<file path="config.mk">
export PLATFORM = sky130hd
export DESIGN_NAME = ctl_decode
export DESIGN_NICKNAME = d
export VERILOG_FILES = /design/src/rtl/ctl_pkg.sv /design/src/rtl/opdec_main.sv /design/src/rtl/opdec_alu.sv /design/src/rtl/ctl_decode.sv
export SDC_FILE = /design/constraint.sdc
export NUM_CORES = 1
export LEC_CHECK = 0
export ABC_AREA = 0
export BUFFER_PORTS_ARGS = -buffer_cell sky130_fd_sc_hd__buf_2
export CORE_AREA = 2 2 39 41
export DETAILED_ROUTE_END_ITERATION = 7
export DIE_AREA = 0 0 41 43
export PLACE_DENSITY = 0.46
export SLEW_MARGIN = 20
export SYNTH_ARGS = -nofsm -noshare
export SYNTH_HDL_FRONTEND = slang
export SYNTH_SLANG_ARGS = --single-unit
</file>
<file path="constraint.sdc">
create_clock -name vclk -period 0.9
set_clock_uncertainty 0.1 [all_clocks]
set_input_delay 0.09 -clock vclk [all_inputs]
set_output_delay 0.09 -clock vclk [all_outputs]
set_load 0.02 [all_outputs]
</file>
<file path="src/rtl/ctl_pkg.sv">
package ctl_pkg;
  localparam int OP_W   = 6;
  localparam int FN_W   = 6;
  localparam int CODE_W = 4;

  typedef enum logic [1:0] {
    CLS_ADD  = 2'b00,
    CLS_SUB  = 2'b01,
    CLS_FUNC = 2'b10
  } alu_class_t;

  localparam logic [OP_W-1:0] OPC_REG   = 6'h00;
  localparam logic [OP_W-1:0] OPC_JMP   = 6'h02;
  localparam logic [OP_W-1:0] OPC_BEQ   = 6'h04;
  localparam logic [OP_W-1:0] OPC_ADDI  = 6'h08;
  localparam logic [OP_W-1:0] OPC_LOAD  = 6'h23;
  localparam logic [OP_W-1:0] OPC_STORE = 6'h2B;

  localparam logic [FN_W-1:0] FN_ADD = 6'h20;
  localparam logic [FN_W-1:0] FN_SUB = 6'h22;
  localparam logic [FN_W-1:0] FN_AND = 6'h24;
  localparam logic [FN_W-1:0] FN_OR  = 6'h25;
  localparam logic [FN_W-1:0] FN_SLT = 6'h2A;

  localparam logic [CODE_W-1:0] AC_AND = 4'b0000;
  localparam logic [CODE_W-1:0] AC_OR  = 4'b0001;
  localparam logic [CODE_W-1:0] AC_ADD = 4'b0010;
  localparam logic [CODE_W-1:0] AC_SUB = 4'b0110;
  localparam logic [CODE_W-1:0] AC_SLT = 4'b0111;
  localparam logic [CODE_W-1:0] AC_BAD = {CODE_W{1'b1}};

  typedef struct packed {
    logic       dst_rd;
    logic       src_imm;
    logic       wb_mem;
    logic       reg_we;
    logic       mem_re;
    logic       mem_we;
    logic       branch;
    logic       jump;
    alu_class_t cls;
  } ctl_word_t;
endpackage

</file>
<file path="src/rtl/opdec_main.sv">
module opdec_main
  import ctl_pkg::*;
(
  input  logic [OP_W-1:0] opcode,
  output ctl_word_t       ctl
);
  always_comb begin
    ctl = '0;
    ctl.cls = CLS_ADD;
    unique case (opcode)
      OPC_REG: begin
        ctl.dst_rd = 1'b1;
        ctl.reg_we = 1'b1;
        ctl.cls    = CLS_FUNC;
      end
      OPC_LOAD: begin
        ctl.src_imm = 1'b1;
        ctl.wb_mem  = 1'b1;
        ctl.reg_we  = 1'b1;
        ctl.mem_re  = 1'b1;
      end
      OPC_STORE: begin
        ctl.src_imm = 1'b1;
        ctl.mem_we  = 1'b1;
      end
      OPC_BEQ: begin
        ctl.branch = 1'b1;
        ctl.cls    = CLS_SUB;
      end
      OPC_ADDI: begin
        ctl.src_imm = 1'b1;
        ctl.reg_we  = 1'b1;
      end
      OPC_JMP: ctl.jump = 1'b1;
      default: ctl = '0;
    endcase
    // store and register write never overlap
    a_r11_we_excl: assert (!(ctl.mem_we && ctl.reg_we))
      else $error("a_r11_we_excl");
    // branch and jump never overlap
    a_r11_flow_excl: assert (!(ctl.branch && ctl.jump))
      else $error("a_r11_flow_excl");
    // a memory read always routes memory data to write-back
    a_r3_load_path: assert (!ctl.mem_re || (ctl.wb_mem && ctl.reg_we))
      else $error("a_r3_load_path");
  end
endmodule

</file>
<file path="src/rtl/opdec_alu.sv">
module opdec_alu
  import ctl_pkg::*;
(
  input  alu_class_t        cls,
  input  logic [FN_W-1:0]   funct,
  output logic [CODE_W-1:0] code,
  output logic              funct_ok
);
  always_comb begin
    funct_ok = 1'b1;
    code     = AC_BAD;
    unique case (cls)
      CLS_ADD: code = AC_ADD;
      CLS_SUB: code = AC_SUB;
      CLS_FUNC: begin
        unique case (funct)
          FN_ADD:  code = AC_ADD;
          FN_SUB:  code = AC_SUB;
          FN_AND:  code = AC_AND;
          FN_OR:   code = AC_OR;
          FN_SLT:  code = AC_SLT;
          default: begin
            code     = AC_BAD;
            funct_ok = 1'b0;
          end
        endcase
      end
      default: begin
        code     = AC_BAD;
        funct_ok = 1'b0;
      end
    endcase
    // outside register format the function field cannot mark an error
    a_r10_funct_gate: assert (cls == CLS_FUNC || funct_ok)
      else $error("a_r10_funct_gate");
    // the reserved code appears only with a rejected function value
    a_r9_bad_code: assert ((code == AC_BAD) == !funct_ok)
      else $error("a_r9_bad_code");
  end
endmodule

</file>
<file path="src/rtl/ctl_decode.sv">
module ctl_decode
  import ctl_pkg::*;
(
  input  logic [5:0] opcode,
  input  logic [5:0] funct,
  output logic       dst_sel_rd,
  output logic       src_sel_imm,
  output logic       wb_from_mem,
  output logic       reg_we,
  output logic       mem_re,
  output logic       mem_we,
  output logic       is_branch,
  output logic       is_jump,
  output logic [1:0] alu_class,
  output logic [3:0] alu_code
);
  ctl_word_t         ctl;
  logic [CODE_W-1:0] code;
  logic              funct_ok;

  opdec_main u_main (
    .opcode (opcode),
    .ctl    (ctl)
  );

  opdec_alu u_alu (
    .cls      (ctl.cls),
    .funct    (funct),
    .code     (code),
    .funct_ok (funct_ok)
  );

  always_comb begin
    dst_sel_rd  = ctl.dst_rd;
    src_sel_imm = ctl.src_imm;
    wb_from_mem = ctl.wb_mem;
    reg_we      = ctl.reg_we && funct_ok;
    mem_re      = ctl.mem_re;
    mem_we      = ctl.mem_we;
    is_branch   = ctl.branch;
    is_jump     = ctl.jump;
    alu_class   = ctl.cls;
    alu_code    = code;
    // a rejected function value never reaches the register write enable
    a_r9_no_bad_write: assert (!(reg_we && !funct_ok))
      else $error("a_r9_no_bad_write");
  end
endmodule

</file>
==> key figures, run 1 <==
Outcome
  – Status: finished, violations left
  – Failing checks: negative setup slack

Timing
  – Final Setup Violations: 14
  – Worst slew margin: 79.2%
  – Final setup margin: -265 ps
  – Tmin final: 1170 ps
  – Final Hold Vio Count: 0
  – Unrepaired setup endpoints after global routing: true
  – Fin. max-slew vios: 0
  – Post-route clock period utilization: 129%
  – Worst-Margin Slew: 312 ps
  – Setup TNS: -2260 ps
  – Fmax: 858 MHz

Route
  – Pre-antenna DRT Iters: 3
  – Final WL: 1030 µm
  – Detailed-route DRC error count: 0
  – Drt first-iter violations: 3
  – DR vias/cell: 4.59
  – Routed WL per cell: 11.8 µm
  – Vias: 404
  – Routed Antenna Nets: 0

Placement
  – Dpl ws: -293 ps
  – Placed instance count: 84
  – Detailed placement HPWL: 682 µm
  – Placer congestion estimate: 0.674
  – Input/output buffers: 26

Power and ir drop
  – Int Power: 136 µW
  – P_leak: 0.000358 µW
  – Comb pwr share: 100.0%
  – Sequential Power Share: 0%
  – Clk pwr share: 0%
  – PwrDens: 336 mW/mm²
  – VDD IR max: 0.133 mV
  – Tot Pwr: 242 µW
  – Switching pwr: 106 µW
  – Switch share: 43.7%

Finish
  – Fin cells: 88
  – P&R area growth vs syn: 233%
  – Fillers: 138
  – Multi-input logic area: 309 µm²
  – Nets: 86
  – Commonest non-fill, non-tap cells in the layout: buf_6, buf_4, buf_2
  – Clock buffers: 0
  – FF/Latch Area: 0 µm²
  – N_diodes: 0
  – Commonest non-fill, non-tap cell in the layout: buf_6
  – Sequential cell count: 0
  – Share of cells above drive strength 1: 87.5%
  – Finished Core Util: 52.1%

Global route
  – First-pass GRT wire length: 1550 µm
  – Met2 Use GR: 25.9%
  – Met3 Track Usage GR: 1.05%
  – GR Layer Usage met1: 11.4%
  – Vias in the first global route: 397
  – Tot GR Track Use: 12.1%
  – Largest net degree at the start of global routing: 7
  – Most Used Layer, Global Route: met2
  – Initial antenna violation count: 0
  – Grt total ovfl: 0

Setup path
  – Crit path largest cell delay: 300 ps
  – CP delay by family, top: compound AO/OA/AOI/OAI gates
  – Crit path required time: 710 ps
  – Critical path, cell by cell: buf_2 -> mux2_4 -> o31ai_4 -> o211a_1 -> buf_6
  – Critical Path End Type: primary output
  – Worst Setup Start Kind: primary input
  – WP buf/inv: 2
  – Setup Crit Path Kind: in2out
  – Worst-path fanout max: 3
  – Critical path arrival: 980 ps
  – Crit-path slowest cell: mux2_4

Yosys
  – Area contributors post-synth: and3_1, nor2_1, nor3_1
  – Mean Syn Cell Area: 6.56 µm²
  – Yosys warnings: 0
  – Synth area leader: and3_1
  – Sequential fraction of the synthesis area: 0%
  – Yosys cell types: 19
  – Mapped Area: 216 µm²
  – Synth Net Count: 45
  – Syn Inst Count: 33
  – Top-area cell type share of the netlist area: 14.5%

Floorplan
  – Die Span Y: 43 µm
  – Die area: 0.00176 mm²
  – Die Wd: 41 µm
  – Num rows: 14
  – Core Box Area: 0.00138 mm²
  – # IOs: 26
  – Effective utilization at floorplan: 15.6%

Flow run
  – MaxCap Viol Count: 0

Min path
  – Min-delay worst type: in2out

CTS
  – Hold buffer count at cts: 0
[per-stage QoR]
| step | area (µm²) | hold slack, ps |
|---|---|---|
| after floorplan | 259 | 131 |
| after detailed placement | 477 | 437 |
| final | 721 | 471 |
| after global placement | 477 | 430 |
| after global routing | 721 | 488 |
| after CTS | 647 | 437 |
[synthesized netlist by cell type]
cell type / instances
o21bai_1: 1
a21oi_1: 1
nand2_1: 1
nor3_2: 1
and2_1: 1
nor3_1: 4
mux2_4: 1
nor2_1: 6
and3_1: 5
buf_4: 2
nor4_1: 1
a2111oi_0: 1
a31oi_1: 1
nand2b_4: 1
o211a_1: 1
o31ai_2: 1
and2b_2: 1
nand3_1: 2
inv_1: 1
[power groups by stage]
stage          sequential [µW]  combinational, µW  clock (µW)
2_1_floorplan                0               59.6           0
3_3_place_gp                 0                156           0
3_5_place_dp                 0                156           0
4_1_cts                      0                205           0
5_1_grt                      0                258           0
6_report                     0                242           0
[cell type report]
type                            instances  area share [%]
Timing Repair Buffer                   41            53.5
Inverter                                1           0.868
Tap cell                               16            2.78
Multi-Input combinational cell         30            42.9
[path summary, 6_finish.rpt]
kind | end | cells after the start | startpoint | slack (ps)
hold / removal | alu_code[3] | 5 | opcode[2] | 470
setup / recovery | reg_we | 5 | funct[3] | -270
[timing repair]
item,CTS,global route
endpoints found under the setup margin,14,14
resized for setup,44,12
setup buffers,1,3
pin swaps,8,6
[routing by layer]
metal | wire [µm] | vias to the layer above | part of all wire, %
li1 | - | 205 | -
met1 | 346 | 179 | 33
met2 | 616 | 20 | 60
met3 | 71 | 0 | 6.9
met4 | 0 | 0 | 0
met5 | 0 | - | 0
[cell families (layout without fill, tap and decap cells)]
group	after synthesis	in the layout	share of synthesized area, %
and+or+nand+nor	23	23	61.3
AOI/OAI and AO/OA	6	6	23.1
muxes	1	1	6.93
buffers and inverters	3	42	8.67
Note: power is estimated with default switching activity, not from simulation.
==> run 2: changes to the inputs <==
--- a/config.mk
+++ b/config.mk
@@ -16,2 +16,3 @@
 export SYNTH_HDL_FRONTEND = slang
 export SYNTH_SLANG_ARGS = --single-unit
+export TNS_END_PERCENT = 50
==> constraint.sdc (replaced) <==
create_clock -name vclk -period 0.9
set_clock_uncertainty 0.1 [all_clocks]
set_input_delay 0.09 -clock vclk [all_inputs]
set_output_delay 0.09 -clock vclk [all_outputs]
set_load 0.05 [all_outputs]
==> key figures, run 2 (synthesis gave the netlist of run 1 again) <==
Setup path
  – Crit path required time: 710 ps (about the same)
  – Setup Crit Path Kind: in2out
  – Worst Setup Start Kind: primary input
  – Critical path arrival: 1030 ps (+50 ps)
  – CP Capture Point: reg_we
  – Critical Path End Type: primary output
  – Critical Path Source: funct[1]
  – Worst-path fanout max: 2 (-1)

Flow run
  – MaxCap Viol Count: 0 (unchanged)

Finish
  – Fillers: 133 (-3.6%)
  – P&R area growth vs syn: 239%
  – Clock buffers: 0 (unchanged)
  – N_diodes: 0 (unchanged)
  – Design Area, Final: 733 µm² (+1.7%)
  – Share of cells above drive strength 1: 85.9% (-1.6 points)
  – Fin cells: 87 (-1.1%)
  – Commonest non-fill, non-tap cell in the layout: buf_4
  – Nets: 85 (-1.2%)
  – Sequential cell count: 0 (unchanged)
  – Commonest non-fill, non-tap cells in the layout: buf_4, buf_6, buf_2
  – FF/Latch Area: 0 µm² (unchanged)

Timing
  – Fmax: 820 MHz (-4.4%)
  – Worst slew margin: 79.8% (+0.63 points)
  – Fin. max-slew vios: 0 (unchanged)
  – Final Hold Vio Count: 0 (unchanged)
  – Final setup margin: -319 ps (-53.8 ps)
  – Post-route clock period utilization: 135% (+6.0 points)
  – Hold slack final: 382 ps (-89.2 ps)
  – Unrepaired setup endpoints after global routing: true
  – Tmin final: 1220 ps (+53.8 ps)
  – Final Setup Violations: 14 (unchanged)
  – Worst-Margin Slew: 303 ps (-9.37 ps)

Outcome
  – Failing checks: negative setup slack
  – Status: finished, violations left

Route
  – Routed Antenna Nets: 0 (unchanged)
  – DR vias/cell: 4.53 (-1.4%)
  – Pre-antenna DRT Iters: 3 (unchanged)
  – Final WL: 961 µm (-7.1%)
  – Drt first-iter violations: 2 (-1)
  – Detailed-route DRC error count: 0 (unchanged)
  – Vias: 394 (-2.5%)
  – Routed WL per cell: 11.0 µm (-6.0%)

Global route
  – Largest net degree at the start of global routing: 6 (-1)
  – GR Layer Usage met1: 16.1% (+4.6 points)
  – First-pass GRT wire length: 1410 µm (-9.3%)
  – Tot GR Track Use: 10.7% (-1.4 points)
  – Vias in the first global route: 346 (-13%)
  – Met2 Use GR: 17.8% (-8.1 points)
  – Grt total ovfl: 0 (unchanged)
  – Initial antenna violation count: 0 (unchanged)
  – Most Used Layer, Global Route: met2
  – Met3 Track Usage GR: 0% (-1.0 points)

Floorplan
  – Num rows: 14 (unchanged)
  – Effective utilization at floorplan: 15.6% (unchanged)
  – # IOs: 26 (unchanged)
  – Die area: 0.00176 mm² (unchanged)
  – Core Box Area: 0.00138 mm² (unchanged)
  – Die Wd: 41 µm (unchanged)
  – Die Span Y: 43 µm (unchanged)

Placement
  – Placed instance count: 86 (+2.4%)
  – Detailed placement HPWL: 681 µm (-0.15%)
  – Input/output buffers: 26 (unchanged)
  – Placer congestion estimate: 0.735 (+9.0%)
  – Cell Area, Placed: 533 µm² (+12%)

Power and ir drop
  – VDD IR max: 0.166 mV (+25%)
  – P_leak: 0.000345 µW (-3.7%)
  – PwrDens: 336 mW/mm² (about the same)

CTS
  – Hold buffer count at cts: 0 (unchanged)

Min path
  – Min-delay worst type: in2out
-- run 2: changes by cell type in the layout (fill, tap and decap cells not counted), sizes merged --
cell / change
buf: -1
inv: -1
clkinvlp: +1
-- run 2: what timing repair did --
item                       in CTS  in global routing
pin swaps                       4                  3
setup endpoints to repair      14                 14
setup buffers                   0                  1
resized for setup              42                 10
-- run 2: how the worst min path moves through the flow --
stage	endpoint	cells past startpoint	slack [ps]	from
floorplan	src_sel_imm	1	140	opcode[4]
global placement	alu_code[1]	3	480	funct[2]
detailed placement	alu_code[1]	3	480	funct[2]
CTS	alu_code[1]	3	380	funct[2]
global route	alu_code[1]	3	390	funct[2]
finish	alu_code[1]	3	380	funct[2]
-- run 2: worst max-delay path, cell delays in order --
cell and delay [ps]:
buf_6 100, mux2_4 320, o31ai_4 190, o211a_4 190, buf_8 140
-- run 2: final cells by class --
cell class / count / area, µm² / share of cell area (%)
tap: 16 / 20.0 / 2.73
inverter: 1 / 7.51 / 1.02
timing repair buffer: 40 / 383 / 52.2
multi-input combinational: 30 / 323 / 44.0
-- run 2: metrics by stage --
step	TNS, ps	worst slack [ps]	total power, µW	utilization, %
6_report	-3160	-319	247	53.0
5_1_grt	-3760	-351	264	53.0
4_1_cts	-3170	-342	231	49.3
3_5_place_dp	-4280	-431	191	38.5
3_3_place_gp	-4290	-440	192	38.5
2_1_floorplan	-1600	-231	82.0	-
-- run 2: routing by layer --
metal | part of all wire (%) | up-vias | wire length (µm)
met5 | 0 | - | 0
li1 | - | 201 | -
met2 | 53 | 15 | 507
met1 | 42 | 178 | 400
met3 | 5.5 | 0 | 53
met4 | 0 | 0 | 0
-- run 2: where the power goes --
group          internal [µW]  switching [µW]
registers                  0               0
logic                    124             123
clock network              0               0
==> run 3: changes to the inputs <==
- PLACE_DENSITY: 0.46 -> unset
- PLACE_DENSITY_LB_ADDON: unset -> 0.3
- clock period: 0.9 -> 1.1 ns (I/O delays scaled with it)
==> key figures, run 3 (synthesis gave the netlist of run 1 again) <==
Outcome
  – Status: finished, violations left
  – Failing checks: negative setup slack

Setup path
  – Setup Crit Path Kind: in2out
  – Crit path largest cell delay: 310 ps (about the same)
  – Most frequent CP cell: buf_8
  – Crit-path slowest cell: mux2_4
  – Worst-path fanout max: 4 (+2)
  – Critical path, cell by cell: buf_8 -> mux2_4 -> o31ai_4 -> o211a_4 -> buf_8
  – Critical Path End Type: primary output
  – Worst Setup Start Kind: primary input
  – Crit path required time: 890 ps (+180 ps)
  – Critical path arrival: 1050 ps (+20 ps)

Global route
  – Tot GR Track Use: 11.5% (+0.78 points)
  – First-pass GRT wire length: 1500 µm (+6.9%)
  – Initial antenna violation count: 0 (unchanged)
  – Grt total ovfl: 0 (unchanged)
  – Vias in the first global route: 375 (+8.4%)
  – Largest net degree at the start of global routing: 6 (unchanged)

Timing
  – Final Setup Violations: 12 (-2)
  – Tmin final: 1260 ps
  – Fmax: 795 MHz
  – Post-route clock period utilization: 114%
  – Final Hold Vio Count: 0 (unchanged)
  – Final setup margin: -157 ps (+162 ps)
  – Worst slew margin: 81.0% (+1.2 points)
  – Worst-Margin Slew: 285 ps (-17.8 ps)
  – Hold slack final: 548 ps (+166 ps)
  – Unrepaired setup endpoints after global routing: true
  – Fin. max-slew vios: 0 (unchanged)
  – Setup TNS: -906 ps (+2250 ps)

Finish
  – Clock buffers: 0 (unchanged)
  – Nets: 86 (+1.2%)
  – FF/Latch Area: 0 µm² (unchanged)
  – Finished Core Util: 52.0% (-0.99 points)
  – Fillers: 139 (+4.5%)
  – P&R area growth vs syn: 232%
  – N_diodes: 0 (unchanged)
  – Sequential cell count: 0 (unchanged)
  – Share of cells above drive strength 1: 87.5% (+1.6 points)
  – Fin cells: 88 (+1.1%)
  – Commonest non-fill, non-tap cells in the layout: buf_4, buf_6, buf_2
  – Commonest non-fill, non-tap cell in the layout: buf_4

Placement
  – Detailed placement HPWL: 704 µm (+3.4%)
  – Dpl ws: -293 ps (+139 ps)
  – Placed instance count: 87 (+1.2%)
  – Input/output buffers: 26 (unchanged)
  – Placer congestion estimate: 0.693 (-5.7%)

Route
  – Drt first-iter violations: 6 (+4)
  – Pre-antenna DRT Iters: 4 (+1)
  – Detailed-route DRC error count: 0 (unchanged)
  – Vias: 397 (+0.76%)
  – Routed WL per cell: 11.7 µm (+6.2%)
  – Routed Antenna Nets: 0 (unchanged)
  – Final WL: 1030 µm (+7.4%)
  – DR vias/cell: 4.51 (-0.38%)

Floorplan
  – Die Wd: 41 µm (unchanged)
  – Num rows: 14 (unchanged)
  – Die area: 0.00176 mm² (unchanged)
  – # IOs: 26 (unchanged)
  – Effective utilization at floorplan: 15.6% (unchanged)
  – Die Span Y: 43 µm (unchanged)
  – Core Box Area: 0.00138 mm² (unchanged)

Power and ir drop
  – Clk pwr share: 0% (unchanged)
  – Comb pwr share: 100.0% (about the same)
  – Int Power: 96.3 µW (-22%)
  – PwrDens: 273 mW/mm² (-19%)
  – Sequential Power Share: 0% (unchanged)
  – P_leak: 0.000341 µW (-1.0%)
  – Switch share: 50.9% (+1.1 points)
  – VDD IR max: 0.118 mV (-29%)
  – Switching pwr: 99.8 µW (-19%)

Min path
  – Min-delay worst type: in2out

Flow run
  – MaxCap Viol Count: 0 (unchanged)

CTS
  – Hold buffer count at cts: 0 (unchanged)
run 3: path summary, 6_finish.rpt:
check	start	to	slack, ps	depth (start not counted)
worst max-delay path	funct[1]	reg_we	-160	5
worst min-delay path	opcode[0]	alu_class[0]	550	4
run 3: metrics by stage:
stage	total power, µW	cell area, µm²
after detailed placement	149	520
final	196	719
after global placement	148	520
after floorplan	65.1	284
after CTS	181	669
after global routing	208	719
run 3: metal layers:
layer / track usage [%] / vias up / share of wire, %
met3: 0.524 / 0 / 5.7
li1: - / 201 / -
met2: 20.0 / 12 / 59
met5: 0 / - / 0
met4: 0 / 0 / 0
met1: 16.0 / 184 / 35
run 3: final cells by class:
| type | instances | area, µm² | share of cell area (%) |
|---|---|---|---|
| well taps | 16 | 20.0 | 2.78 |
| inverters | 1 | 7.51 | 1.04 |
| repair buffers | 41 | 370 | 51.5 |
| multi-input cells | 30 | 322 | 44.7 |
run 3: power groups by stage:
stage	clock network (µW)	registers [µW]	logic, µW
CTS	0	0	181
global placement	0	0	148
detailed placement	0	0	149
floorplan	0	0	65.1
finish	0	0	196
global route	0	0	208
run 3: critical path, delay by kind of cell:
kind / cells / cell delay [ps]
buffers and inverters: 2 / 250
AOI/OAI and AO/OA: 2 / 390
muxes: 1 / 310
run 3: timing repair:
item / 4_1_cts / 5_1_grt
setup endpoints to repair: 14 / 14
hold endpoints to repair: 0 / 0
setup buffers: 0 / 1
pin swaps: 3 / 2
gates resized for setup: 41 / 9
